$ cat src/rtl/tic_pkg.sv
// Shared constants and the fixed high-tier level map.
// Assumes 32-bit sets and at most 15 high-tier levels.
package tic_pkg;
    localparam int SET_W   = 32;
    localparam int LVL_W   = 4;
    localparam int NLVL    = 15;
    localparam logic [1:0] K_STAT = 2'd0;
    localparam logic [1:0] K_EN   = 2'd1;
    localparam logic [1:0] K_CLR  = 2'd2;
    localparam logic [1:0] K_SPEC = 2'd3;

    // Returns the high-tier level of (set, bit), 0 for low tier.
    function automatic logic [LVL_W-1:0] hi_level(int s, int b);
        logic [LVL_W-1:0] lv;
        lv = '0;
        case (s)
            1: case (b)
                   0: lv = 4'd4;
                   1: lv = 4'd3;
                   2: lv = 4'd2;
                   default: lv = '0;
               endcase
            2: case (b)
                   0, 1: lv = 4'd1;
                   default: lv = '0;
               endcase
            3: case (b)
                   0, 1: lv = 4'd15;
                   2: lv = 4'd14;
                   3: lv = 4'd13;
                   default: lv = '0;
               endcase
            default: lv = '0;
        endcase
        return lv;
    endfunction
endpackage

$ cat src/rtl/tic_set_bank.sv
// One source set: rising-edge capture, sticky status with
// write-one-to-clear, and the per-bit enable register.
// Assumes sources are synchronous to clk; a new edge beats a clear.
module tic_set_bank #(
    parameter int W = 32
) (
    input  logic         clk,
    input  logic         rst_n,
    input  logic [W-1:0] src,
    input  logic         clr_we,
    input  logic         en_we,
    input  logic [W-1:0] wdata,
    output logic [W-1:0] status,
    output logic [W-1:0] enable
);
    logic [W-1:0] src_q;
    logic [W-1:0] rise;
    logic [W-1:0] clr_mask;

    // Rising edges seen this cycle and bits this write clears.
    always_comb begin
        rise     = src & ~src_q;
        clr_mask = clr_we ? wdata : '0;
    end

    // Source history, sticky status and enable storage.
    always_ff @(posedge clk) begin
        if (!rst_n) begin
            src_q  <= '0;
            status <= '0;
            enable <= '0;
        end else begin
            src_q  <= src;
            status <= (status & ~clr_mask) | rise;
            if (en_we) enable <= wdata;
        end
    end
endmodule

$ cat src/rtl/tic_prio_enc.sv
// Splits status into tiers using the fixed map, resolves the
// highest unmasked high-tier level and the low-tier pending state.
// Assumes a purely combinational use; outputs are registered above.
module tic_prio_enc
    import tic_pkg::*;
#(
    parameter int NSETS = 4
) (
    input  logic [NSETS*SET_W-1:0] status,
    input  logic [NSETS*SET_W-1:0] enable,
    input  logic [NLVL:1]          mask,
    output logic [LVL_W-1:0]       vec,
    output logic                   hi_any,
    output logic                   lo_any
);
    logic [NLVL:1] lvl_pend;

    // Per-level pending bits and enabled low-tier summary.
    always_comb begin
        logic [LVL_W-1:0] lv;
        lvl_pend = '0;
        lo_any   = 1'b0;
        for (int s = 0; s < NSETS; s++) begin
            for (int b = 0; b < SET_W; b++) begin
                lv = hi_level(s, b);
                if (lv != '0) begin
                    if (status[s*SET_W+b]) lvl_pend[lv] = 1'b1;
                end else begin
                    lo_any = lo_any | (status[s*SET_W+b] & enable[s*SET_W+b]);
                end
            end
        end
        hi_any = |lvl_pend;
    end

    // Highest unmasked pending level wins; ascending scan keeps the last.
    always_comb begin
        vec = '0;
        for (int p = 1; p <= NLVL; p++) begin
            if (lvl_pend[p] && mask[p]) vec = LVL_W'(p);
        end
    end
endmodule

$ cat src/rtl/tier_irq_ctrl.sv
// Two-tier interrupt controller top: register decode, control
// register, read mux and registered request lines.
// Assumes NSETS is a power of two and at least 2.
module tier_irq_ctrl
    import tic_pkg::*;
#(
    parameter int NSETS  = 4,
    parameter int SIDX_W = $clog2(NSETS),
    parameter int ADDR_W = SIDX_W + 2
) (
    input  logic                   clk,
    input  logic                   rst_n,
    input  logic [NSETS*SET_W-1:0] src_in,
    input  logic [ADDR_W-1:0]      bus_addr,
    input  logic                   bus_wr,
    input  logic [SET_W-1:0]       bus_wdata,
    output logic [SET_W-1:0]       bus_rdata,
    output logic                   irq_hi,
    output logic                   irq_lo
);
    logic [1:0]             kind;
    logic [SIDX_W-1:0]      sidx;
    logic [NSETS*SET_W-1:0] stat_all;
    logic [NSETS*SET_W-1:0] en_all;
    logic                   ctl_gen;
    logic [NLVL:1]          ctl_mask;
    logic [LVL_W-1:0]       vec;
    logic                   hi_any;
    logic                   lo_any;
    logic                   any_clr;

    // Address split into register kind and set index.
    always_comb begin
        kind    = bus_addr[ADDR_W-1 -: 2];
        sidx    = bus_addr[SIDX_W-1:0];
        any_clr = bus_wr && (kind == K_CLR);
    end

    genvar g;
    generate
        for (g = 0; g < NSETS; g++) begin : g_set
            tic_set_bank #(.W(SET_W)) u_bank (
                .clk    (clk),
                .rst_n  (rst_n),
                .src    (src_in[g*SET_W +: SET_W]),
                .clr_we (any_clr && (sidx == SIDX_W'(g))),
                .en_we  (bus_wr && (kind == K_EN) && (sidx == SIDX_W'(g))),
                .wdata  (bus_wdata),
                .status (stat_all[g*SET_W +: SET_W]),
                .enable (en_all[g*SET_W +: SET_W])
            );
        end
    endgenerate

    tic_prio_enc #(.NSETS(NSETS)) u_enc (
        .status (stat_all),
        .enable (en_all),
        .mask   (ctl_mask),
        .vec    (vec),
        .hi_any (hi_any),
        .lo_any (lo_any)
    );

    // Control register: global enable and per-level mask.
    always_ff @(posedge clk) begin
        if (!rst_n) begin
            ctl_gen  <= 1'b0;
            ctl_mask <= '0;
        end else if (bus_wr && kind == K_SPEC && sidx == SIDX_W'(1)) begin
            ctl_gen  <= bus_wdata[0];
            ctl_mask <= bus_wdata[NLVL:1];
        end
    end

    // Registered request lines gated by the global enable.
    always_ff @(posedge clk) begin
        if (!rst_n) begin
            irq_hi <= 1'b0;
            irq_lo <= 1'b0;
        end else begin
            irq_hi <= ctl_gen && (vec != '0);
            irq_lo <= ctl_gen && lo_any;
        end
    end

    // Read mux over status, enable, summary and control.
    always_comb begin
        bus_rdata = '0;
        case (kind)
            K_STAT: bus_rdata = stat_all[sidx*SET_W +: SET_W];
            K_EN:   bus_rdata = en_all[sidx*SET_W +: SET_W];
            K_SPEC: begin
                if (sidx == SIDX_W'(0)) begin
                    bus_rdata[LVL_W-1:0] = vec;
                    bus_rdata[8]         = hi_any;
                    bus_rdata[9]         = lo_any;
                end else if (sidx == SIDX_W'(1)) begin
                    bus_rdata[0]      = ctl_gen;
                    bus_rdata[NLVL:1] = ctl_mask;
                end
            end
            default: bus_rdata = '0;
        endcase
    end
endmodule

$ cat config.mk
export PLATFORM = sky130hd
export DESIGN_NAME = tier_irq_ctrl
export DESIGN_NICKNAME = d
export VERILOG_FILES = /design/src/rtl/tic_pkg.sv /design/src/rtl/tic_set_bank.sv /design/src/rtl/tic_prio_enc.sv /design/src/rtl/tier_irq_ctrl.sv
export SDC_FILE = /design/constraint.sdc
export NUM_CORES = 1
export LEC_CHECK = 0
export ABC_AREA = 1
export ABC_CLOCK_PERIOD_IN_PS = 2100
export CELL_PAD_IN_SITES_DETAIL_PLACEMENT = 0
export CELL_PAD_IN_SITES_GLOBAL_PLACEMENT = 1
export CORE_MARGIN = 4
export CORE_UTILIZATION = 44
export DETAILED_ROUTE_END_ITERATION = 16
export PLACE_DENSITY_LB_ADDON = 0.05
export SYNTH_ARGS = -nofsm -noshare
export SYNTH_HDL_FRONTEND = slang
export SYNTH_SLANG_ARGS = --single-unit
export TNS_END_PERCENT = 50
$ cat constraint.sdc
create_clock -name clk -period 2.1 [get_ports clk]
set_clock_uncertainty 0.05 [all_clocks]
set_input_delay 0.315 -clock clk [delete_from_list [all_inputs] [get_ports clk]]
set_output_delay 0.315 -clock clk [all_outputs]
set_load 0.01 [all_outputs]
---- After elaboration in Yosys (flattened, before gate mapping) ----
Cells that the tools add are included.
word-level totals
  bits in registers ....................... 402
  input port bits ......................... 167
  output and inout bits ................... 34
  logic and storage cells ................. 349
cells by class
  eq/ne operators ......................... 6
  shift operators ......................... 2
  multiplexer cells ....................... 35
  bitwise logic cells ..................... 257
  reductions and logical operators ........ 33
operators with widths
  kind                                                  number
  AND 32 bit                                            8
  inverter 32 bit                                       8
  variable part select 128 x 8 -> 32 bit                2
  2-to-1 mux 32 bit                                     4
  OR 32 bit                                             4
  AND 1 bit                                             119
  OR 1 bit                                              118
  2-to-1 mux 4 bit                                      16
  one-hot mux 16 bit (3 select lines)                   1
  one-hot mux 16 bit (2 select lines)                   1
  2-to-1 mux 15 bit                                     2
  logical AND 1 bit                                     29
  2-to-1 mux 16 bit                                     1
  OR reduction 15 bit                                   1
  2-to-1 mux 14 bit                                     1
  2-to-1 mux 13 bit                                     1
  equality test 2 bit (second input constant)           4
  2-to-1 mux 2 bit                                      3
  2-to-1 mux 6 bit                                      1
  equality test 2 x 1 -> 1 bit (second input constant)  2
  logical NOT 2 bit                                     2
  nonzero test 4 bit                                    1
  2-to-1 mux 1 bit                                      3
  2-to-1 mux 3 bit                                      1

---- Depth between registers and ports, before layout ----
Gate-level depths: netlist of the first run.
  word-level depth ........................ 121
  depth in mapped cells ................... 10
  depth with buffers taken out ............ 10

---- Cells and area by module ----
From an unflattened synthesis of the first run, not the netlist that was laid out.
second synthesis, totals
  cell total of the unflattened synthesis .. 3038
  area total of the unflattened synthesis .. 18820.6 sq um
by module, submodules not included
  module         times used  cells each  area an instance (sq um)
  tic_set_bank   4           501         3595.9
  tier_irq_ctrl  1           773         3438.3
  tic_prio_enc   1           261         998.5

---- Worst setup path before layout of the first run ----
OpenSTA, ideal clock, no wires.
  kind .................................... input-to-output
  start point ............................. input port bus_addr[0]
  end point ............................... output port bus_rdata[3]
  arrival time ............................ 1.335 ns
  data required time ...................... 1.735 ns
  path slack .............................. 0.400 ns
  stages .................................. 7
  buffers on the path ..................... 2
  cell sequence ........................... nor2_1 -> buf_2 -> buf_2 -> a22oi_1 -> nand2_1 -> nand2_1 -> a31oi_1
between the ends
  word-level cells in the longest chain between the ends .. 4
  elaborated cells between the ends (all ways) .. 7
  those cells by class .................... eq/ne (1); shift (2); mux (3); reduce/logical (1)
ends and longest elaborated chain
  what                                                                                            line                 text
  start: declaration                                                                              tier_irq_ctrl.sv:14  input logic [ADDR_W-1:0] bus_addr,
  parallel branches: the longest is 3 deep, another holds variable part select 128 x 8 -> 32 bit  n/a
  one-hot mux 16 bit (3 select lines) *                                                           tier_irq_ctrl.sv:89  case (kind)
  end: declaration                                                                                tier_irq_ctrl.sv:17  output logic [SET_W-1:0] bus_rdata,
Mark *: on every way between the ends.

---- Worst setup path in the final report of the first run ----
  start point ............................. register g_set[2].u_bank.status[5]
  end point ............................... output port bus_rdata[9]
between the ends
  word-level cells in the longest chain between the ends .. 58
ends and longest elaborated chain
  what                                 line                 text
  start: declaration                   tic_set_bank.sv:13   output logic [W-1:0] status,
  start signal: assignment             tic_set_bank.sv:34   status <= (status & ~clr_mask) | rise;
  AND 1 bit                            tic_prio_enc.sv:29   lo_any = lo_any | (status[s*SET_W+b] & enable[s*SET_W+b]);
  OR 1 bit (55 in a row)               tic_prio_enc.sv:29
  2-to-1 mux 2 bit                     tier_irq_ctrl.sv:93  if (sidx == SIDX_W'(0)) begin
  one-hot mux 16 bit (3 select lines)  tier_irq_ctrl.sv:89
No other way between the ends.

==> impl_metrics.ini, run 1 <==
[clocking]
clock_latency_ns = 0.56
cts.sinks = 402
cts_tree = built
clockRootBuffer = clkbuf_16
cts_buffers = 42
clk_path_buf_depth = 3
hold_buffers = 0
path_clk_slew_ns = 0.06
htreeDepth = 2

[global_routing]
grt_pass1_wl_um = 85000
grt_pass1_vias = 15300
overflow = 0
gr-usage-all-layers = 0.279
grt_max_degree = 65
antenna_found_initial = 0

[setup_path]
cp_top_family = simple AND/OR/NAND/NOR gates
end_kind = output pin
cp_num_cells = 12
crit_path_end = bus_rdata[9]
crit_fanout = 3
critical_path_class = flop to output pin
cp_cell_sequence = nand2_2 -> nand2_1 -> nor2_1 -> nand2_1 -> nor2_1 -> nand2_1 -> nor2_2 -> buf_6 -> nand2_2 -> nand2_2 -> a21oi_2 -> buf_2
crit_slowest_cell = dfxtp_2
crit_required_ns = 1.74
cp-start-kind = flop
crit_path_start = g_set[2].u_bank.status[5]$_SDFF_PN0_
r2r_end = irq_lo$_SDFF_PN0_
timing.rr.start = g_set[2].u_bank.status[5]$_SDFF_PN0_
arrival_ns = 2.09
max_stage_delay_ns = 0.34
reg2reg_depth = 10
path_buf_inv = 2
regToRegSetupSlack_ns = 0.56

[logic_synthesis]
yosysWarnings = 0
synthesis.area_mm2 = 0.0154
synthTopCellsByArea = dfxtp_1, nand2_1, a21oi_1, o21ai_1, o22ai_1
postSynthNetCount = 2111
synth_seq_area_share = 0.522
ys_seq_elements = 402
synthFlopType = dfxtp_1
synth_edf_count = 0
synthArstFlopShare = 0
yosysTopAreaCell = dfxtp_1
syn_avg_cell_area_um2 = 7.93
synth_cell_types = 30
synthCells = 1944
synth_top_area_frac = 0.522

[sta]
tightest_slew_ns = 1.20
fin_crit_sh = 1.17
min_period_ns = 2.45
tns_ns = -0.646
worst_slack_ns = -0.355
max_freq_mhz = 407
report.final.slew_viol_count = 0
setup_viol = 5
slew_headroom = 0.200
report.final.hold_viol_count = 0
rsz0062_at_grt = yes

[die]
die-height_um = 195
io_pins = 201
start_util = 0.446
rows = 68
coreArea_mm2 = 0.0345
die_width_um = 195
fp.dieArea_mm2 = 0.0381

[outcome]
outcome = finished with violations
violations = negative setup slack

[job]
maxCapViolations = 0

[placement]
place_hpwl_um = 37600
place_inst = 2754
gp_congestion = 0.874
place_ws_ns = -0.858
dpl_cell_area_mm2 = 0.0198
io_buffers = 200

[detailed_routing]
antenna_left = 0
routedWlPerCell_um = 19.8
finalWirelength_um = 56500
vias_per_cell = 5.50
drc = 0
drt_iter0_drc = 1389
drtPass1Iterations = 6
routed-via-count = 15700

[layout]
final-seq-area_mm2 = 0.00811
nNetsFinal = 2535
drive_above_1_share = 0.231
antennaDiodeCount = 0
multi_input_area_mm2 = 0.00664
num-fill-cells = 3155
stdcell_count = 2850
final_area_mm2 = 0.0219
final_cell_mix = nand2_1, dfxtp_1, buf_4
area_growth_pct = 41.8
final_common_cell = nand2_1

[power_and_ir_drop]
vdd_drop_max_mv = 0.757
leakage_nw = 10.1
cellPowerDensity_mw_per_mm2 = 812

[hold_path]
hp-class = primary input to flop
## what timing repair did
item / in CTS / in global routing
gates resized for setup: 239 / 95
buffers inserted: 19 / 0
gates cloned: 3 / 3
endpoints found under the setup margin: 77 / 34
hold endpoints to repair: 0 / 0
pin swaps: 32 / 56
## routing by layer
| metal | global-route usage | wire (µm) | vias to the layer above |
|---|---|---|---|
| met1 | 0.368 | 24300 | 7441 |
| met5 | 0 | 0 | - |
| met2 | 0.465 | 26100 | 608 |
| met4 | 0.0983 | 1920 | 0 |
| met3 | 0.0473 | 4140 | 130 |
| li1 | - | - | 7503 |
## synth_stat cells, drive strengths merged, types with 15 or more instances
cell type and count:
a22oi 102, a21oi 202, inv 181, o21ai 275, or2 17, dfxtp 402
nor2 54, nand2 439, nand4 15, clkbuf 65, buf 50, o22ai 128
## cell families after synthesis
| family | after synthesis | share of synthesized area |
|---|---|---|
| AOI/OAI and AO/OA | 715 | 0.261 |
| and+or+nand+nor | 530 | 0.140 |
| DFF | 402 | 0.522 |
| buffers and inverters | 297 | 0.0777 |
## final cells by class
type	instances	share of cell area
multi-input combinational	1246	0.304
sequential	402	0.371
timing repair buffer	494	0.209
inverter	182	0.0315
tap	455	0.0260
clock buffer	68	0.0585
clock inverter	3	0.000858
## through the flow
step / total power [W] / utilization / hold slack, ns
floorplan: 0.00931 / - / 0.358
global placement: 0.0105 / 0.573 / 0.360
detailed placement: 0.0106 / 0.573 / 0.363
CTS: 0.0177 / 0.623 / 0.138
global route: 0.0184 / 0.633 / 0.150
finish: 0.0177 / 0.633 / 0.165
## worst register-to-register path, stage by stage (launching register included)
cell	delay, ns
dfxtp_2	0.34
nand2_2	0.14
nand2_1	0.07
nor2_1	0.10
nand2_1	0.08
nor2_1	0.12
nand2_1	0.07
nor2_2	0.16
buf_6	0.14
buf_4	0.10
a21oi_1	0.06
## state kept, by name (all words and copies together), names as in the netlist
| register | flops |
|---|---|
| ctl_mask | 15 |
| g_set.u_bank.status | 128 |
| g_set.u_bank.src_q | 128 |
| ctl_gen | 1 |
| irq_hi | 1 |
| irq_lo | 1 |
| g_set.u_bank.enable | 128 |
## power by group
part	leakage (nW)	switching (W)	internal [W]
Clock	0.638	0.00299	0.00414
Sequential	3.33	0.000300	0.00808
Combinational	6.16	0.00113	0.00112
## worst min-delay path by stage
stage,to,slack (ns),start,depth (start not counted)
2_1_floorplan,g_set[0].u_bank.status[0]$_SDFF_PN0_,0.36,g_set[0].u_bank.src_q[0]$_SDFF_PN0_,1
3_3_place_gp,g_set[0].u_bank.status[18]$_SDFF_PN0_,0.36,g_set[0].u_bank.src_q[18]$_SDFF_PN0_,1
3_5_place_dp,g_set[0].u_bank.status[25]$_SDFF_PN0_,0.36,g_set[0].u_bank.src_q[25]$_SDFF_PN0_,1
4_1_cts,g_set[2].u_bank.enable[28]$_SDFFE_PN0P_,0.14,rst_n,3
5_1_grt,ctl_mask[14]$_SDFFE_PN0P_,0.15,rst_n,3
6_report,ctl_mask[14]$_SDFFE_PN0P_,0.17,rst_n,3
Note: power is estimated with default switching activity, not from simulation.
==> run 2, diff against run 1 <==
- CORE_MARGIN: 4 -> unset
- CORE_UTILIZATION: 44 -> 45
- CTS_BUF_LIST: unset -> sky130_fd_sc_hd__clkbuf_8
==> run 2 against run 1 <==
  * The run still ends with negative setup slack left
  * Critical path depth is the same
  * Combinational power hardly changed
  * Die area shrank 8.1%
  * Global-route usage rose by 3.0 points
  * First-iteration DRC count is 0.50% higher
  * Sequential share of layout area decreased by 0.27 points
  * Largest cell class unchanged
  * Clock power is essentially flat
==> impl_metrics.ini, run 2 (synthesis results as in run 1) <==
[outcome]
outcome = finished with violations
violations = negative setup slack

[detailed_routing]
drc = 0
antenna_left = 0
routed-via-count = 15800
vias_per_cell = 5.49
finalWirelength_um = 56000
routedWlPerCell_um = 19.4
drtPass1Iterations = 6
drt_iter0_drc = 1396

[clocking]
cts_tree = built
htreeDepth = 3
hold_buffers = 0
clk_path_buf_depth = 3
path_clk_slew_ns = 0.06
cts_buffers = 68
clockRootBuffer = clkbuf_8
clock_latency_ns = 0.59
cts.sinks = 402

[sta]
report.final.hold_viol_count = 0
max_freq_mhz = 412
min_period_ns = 2.43
fin_crit_sh = 1.16
report.final.slew_viol_count = 0
tightest_slew_ns = 1.22
slew_headroom = 0.185
rsz0062_at_grt = yes
setup_viol = 32
worst_slack_ns = -0.329
whs_ns = 0.0618

[global_routing]
gr-usage-all-layers = 0.309
grt_max_degree = 113
overflow = 0
grt_pass1_vias = 15400
antenna_found_initial = 0
grt_pass1_wl_um = 84600

[setup_path]
regToRegSetupSlack_ns = 0.69
crit_required_ns = 1.74
critical_path_class = flop to output pin
crit_fanout = 2
end_kind = output pin
r2r_end = irq_lo$_SDFF_PN0_
cp-start-kind = flop
crit_path_start = g_set[1].u_bank.status[28]$_SDFF_PN0_
timing.rr.start = g_set[1].u_bank.status[28]$_SDFF_PN0_
arrival_ns = 2.06
crit_path_end = bus_rdata[9]
reg2reg_depth = 9

[die]
rows = 67
io_pins = 201
coreArea_mm2 = 0.0336
die-height_um = 187
die_width_um = 187
start_util = 0.459
fp.dieArea_mm2 = 0.0350

[layout]
final-seq-area_mm2 = 0.00813
nNetsFinal = 2556
final_area_mm2 = 0.0221
num-fill-cells = 2982
area_growth_pct = 43.3
multi_input_area_mm2 = 0.00683
top_regs = g_set.u_bank.enable (128), g_set.u_bank.src_q (128), g_set.u_bank.status (128)
antennaDiodeCount = 0
drive_above_1_share = 0.271
final_cell_mix = nand2_1, dfxtp_1, buf_4
final_common_cell = nand2_1

[placement]
io_buffers = 200
place_ws_ns = -0.828
place_hpwl_um = 36800
gp_congestion = 0.875
dpl_cell_area_mm2 = 0.0198

[hold_path]
whs_path_depth = 3
hp-class = primary input to flop

[power_and_ir_drop]
vdd_drop_max_mv = 0.641
cellPowerDensity_mw_per_mm2 = 803
leakage_nw = 10.3
total_power_w = 0.0178

[job]
maxCapViolations = 0
[run 2: changes by cell type in the layout (fill, tap and decap cells not counted), moves of 7 or more]
| cell | delta |
|---|---|
| dfxtp_2 | +27 |
| a22oi_2 | +19 |
| nor2_1 | -7 |
| clkbuf_16 | -45 |
| nand2_1 | -27 |
| nand2_2 | +27 |
| clkbuf_1 | -14 |
| clkbuf_8 | +76 |
| dfxtp_1 | -25 |
| inv_1 | +20 |
| a22oi_1 | -19 |
[run 2: per-layer routing]
layer,track usage,up-vias,share of wire,wire length (µm)
li1,-,7566,-,-
met1,0.404,7496,0.43,24200
met2,0.514,641,0.47,26200
met3,0.0454,134,0.064,3610
met4,0.122,0,0.035,1970
met5,0,-,0,0
[run 2: worst min path at each step]
stage	startpoint	slack, ns	to
detailed placement	g_set[3].u_bank.src_q[29]$_SDFF_PN0_	0.36	g_set[3].u_bank.status[29]$_SDFF_PN0_
floorplan	g_set[0].u_bank.src_q[0]$_SDFF_PN0_	0.36	g_set[0].u_bank.status[0]$_SDFF_PN0_
finish	rst_n	0.06	g_set[1].u_bank.src_q[28]$_SDFF_PN0_
global placement	g_set[3].u_bank.src_q[19]$_SDFF_PN0_	0.36	g_set[3].u_bank.status[19]$_SDFF_PN0_
CTS	rst_n	0.03	g_set[0].u_bank.enable[1]$_SDFFE_PN0P_
global route	rst_n	0.05	g_set[1].u_bank.enable[29]$_SDFFE_PN0P_
[run 2: worst max-delay path: stages (launching register included)]
cell and delay [ns]:
dfxtp_2 0.34, nand2_2 0.09, nand2_1 0.08, nor2_2 0.17, nand2_1 0.09, nor2_2 0.08, nand2_1 0.06, nor2_2 0.13
buf_6 0.13, nand2_2 0.05, nand2_2 0.05, a21oi_2 0.06, buf_2 0.14
[run 2: what timing repair did]
| action | in CTS | in global routing |
|---|---|---|
| endpoints found under the hold margin | 0 | 0 |
| gates cloned | 5 | 2 |
| gates resized for setup | 265 | 140 |
| endpoints found under the setup margin | 63 | 37 |
| setup buffers | 10 | 3 |
| pin swaps | 52 | 72 |
[run 2: final cells by class]
| type | count | area share |
|---|---|---|
| Clock inverter | 30 | 0.00810 |
| Timing Repair Buffer | 488 | 0.204 |
| Sequential cell | 402 | 0.368 |
| Tap cell | 448 | 0.0254 |
| Multi-Input combinational cell | 1247 | 0.309 |
| Inverter | 182 | 0.0312 |
| Clock buffer | 87 | 0.0542 |
[run 2: metrics by stage]
| stage | TNS [ns] | std cells | utilization |
|---|---|---|---|
| 2_1_floorplan | 0 | 1944 | - |
| 3_3_place_gp | -109.36 | 2749 | 0.590 |
| 3_5_place_dp | -120.18 | 2749 | 0.590 |
| 4_1_cts | -1.11 | 2881 | 0.645 |
| 5_1_grt | -2.28 | 2884 | 0.657 |
| 6_report | -1.74 | 2884 | 0.657 |
[run 2: power by group]
| group | switching (W) | leakage, nW | internal (W) | total [W] |
|---|---|---|---|---|
| clock | 0.00315 | 0.792 | 0.00395 | 0.00710 |
| sequential | 0.000303 | 3.34 | 0.00809 | 0.00839 |
| combinational | 0.00114 | 6.16 | 0.00112 | 0.00227 |
| total | 0.00459 | 10.3 | 0.0132 | 0.0178 |
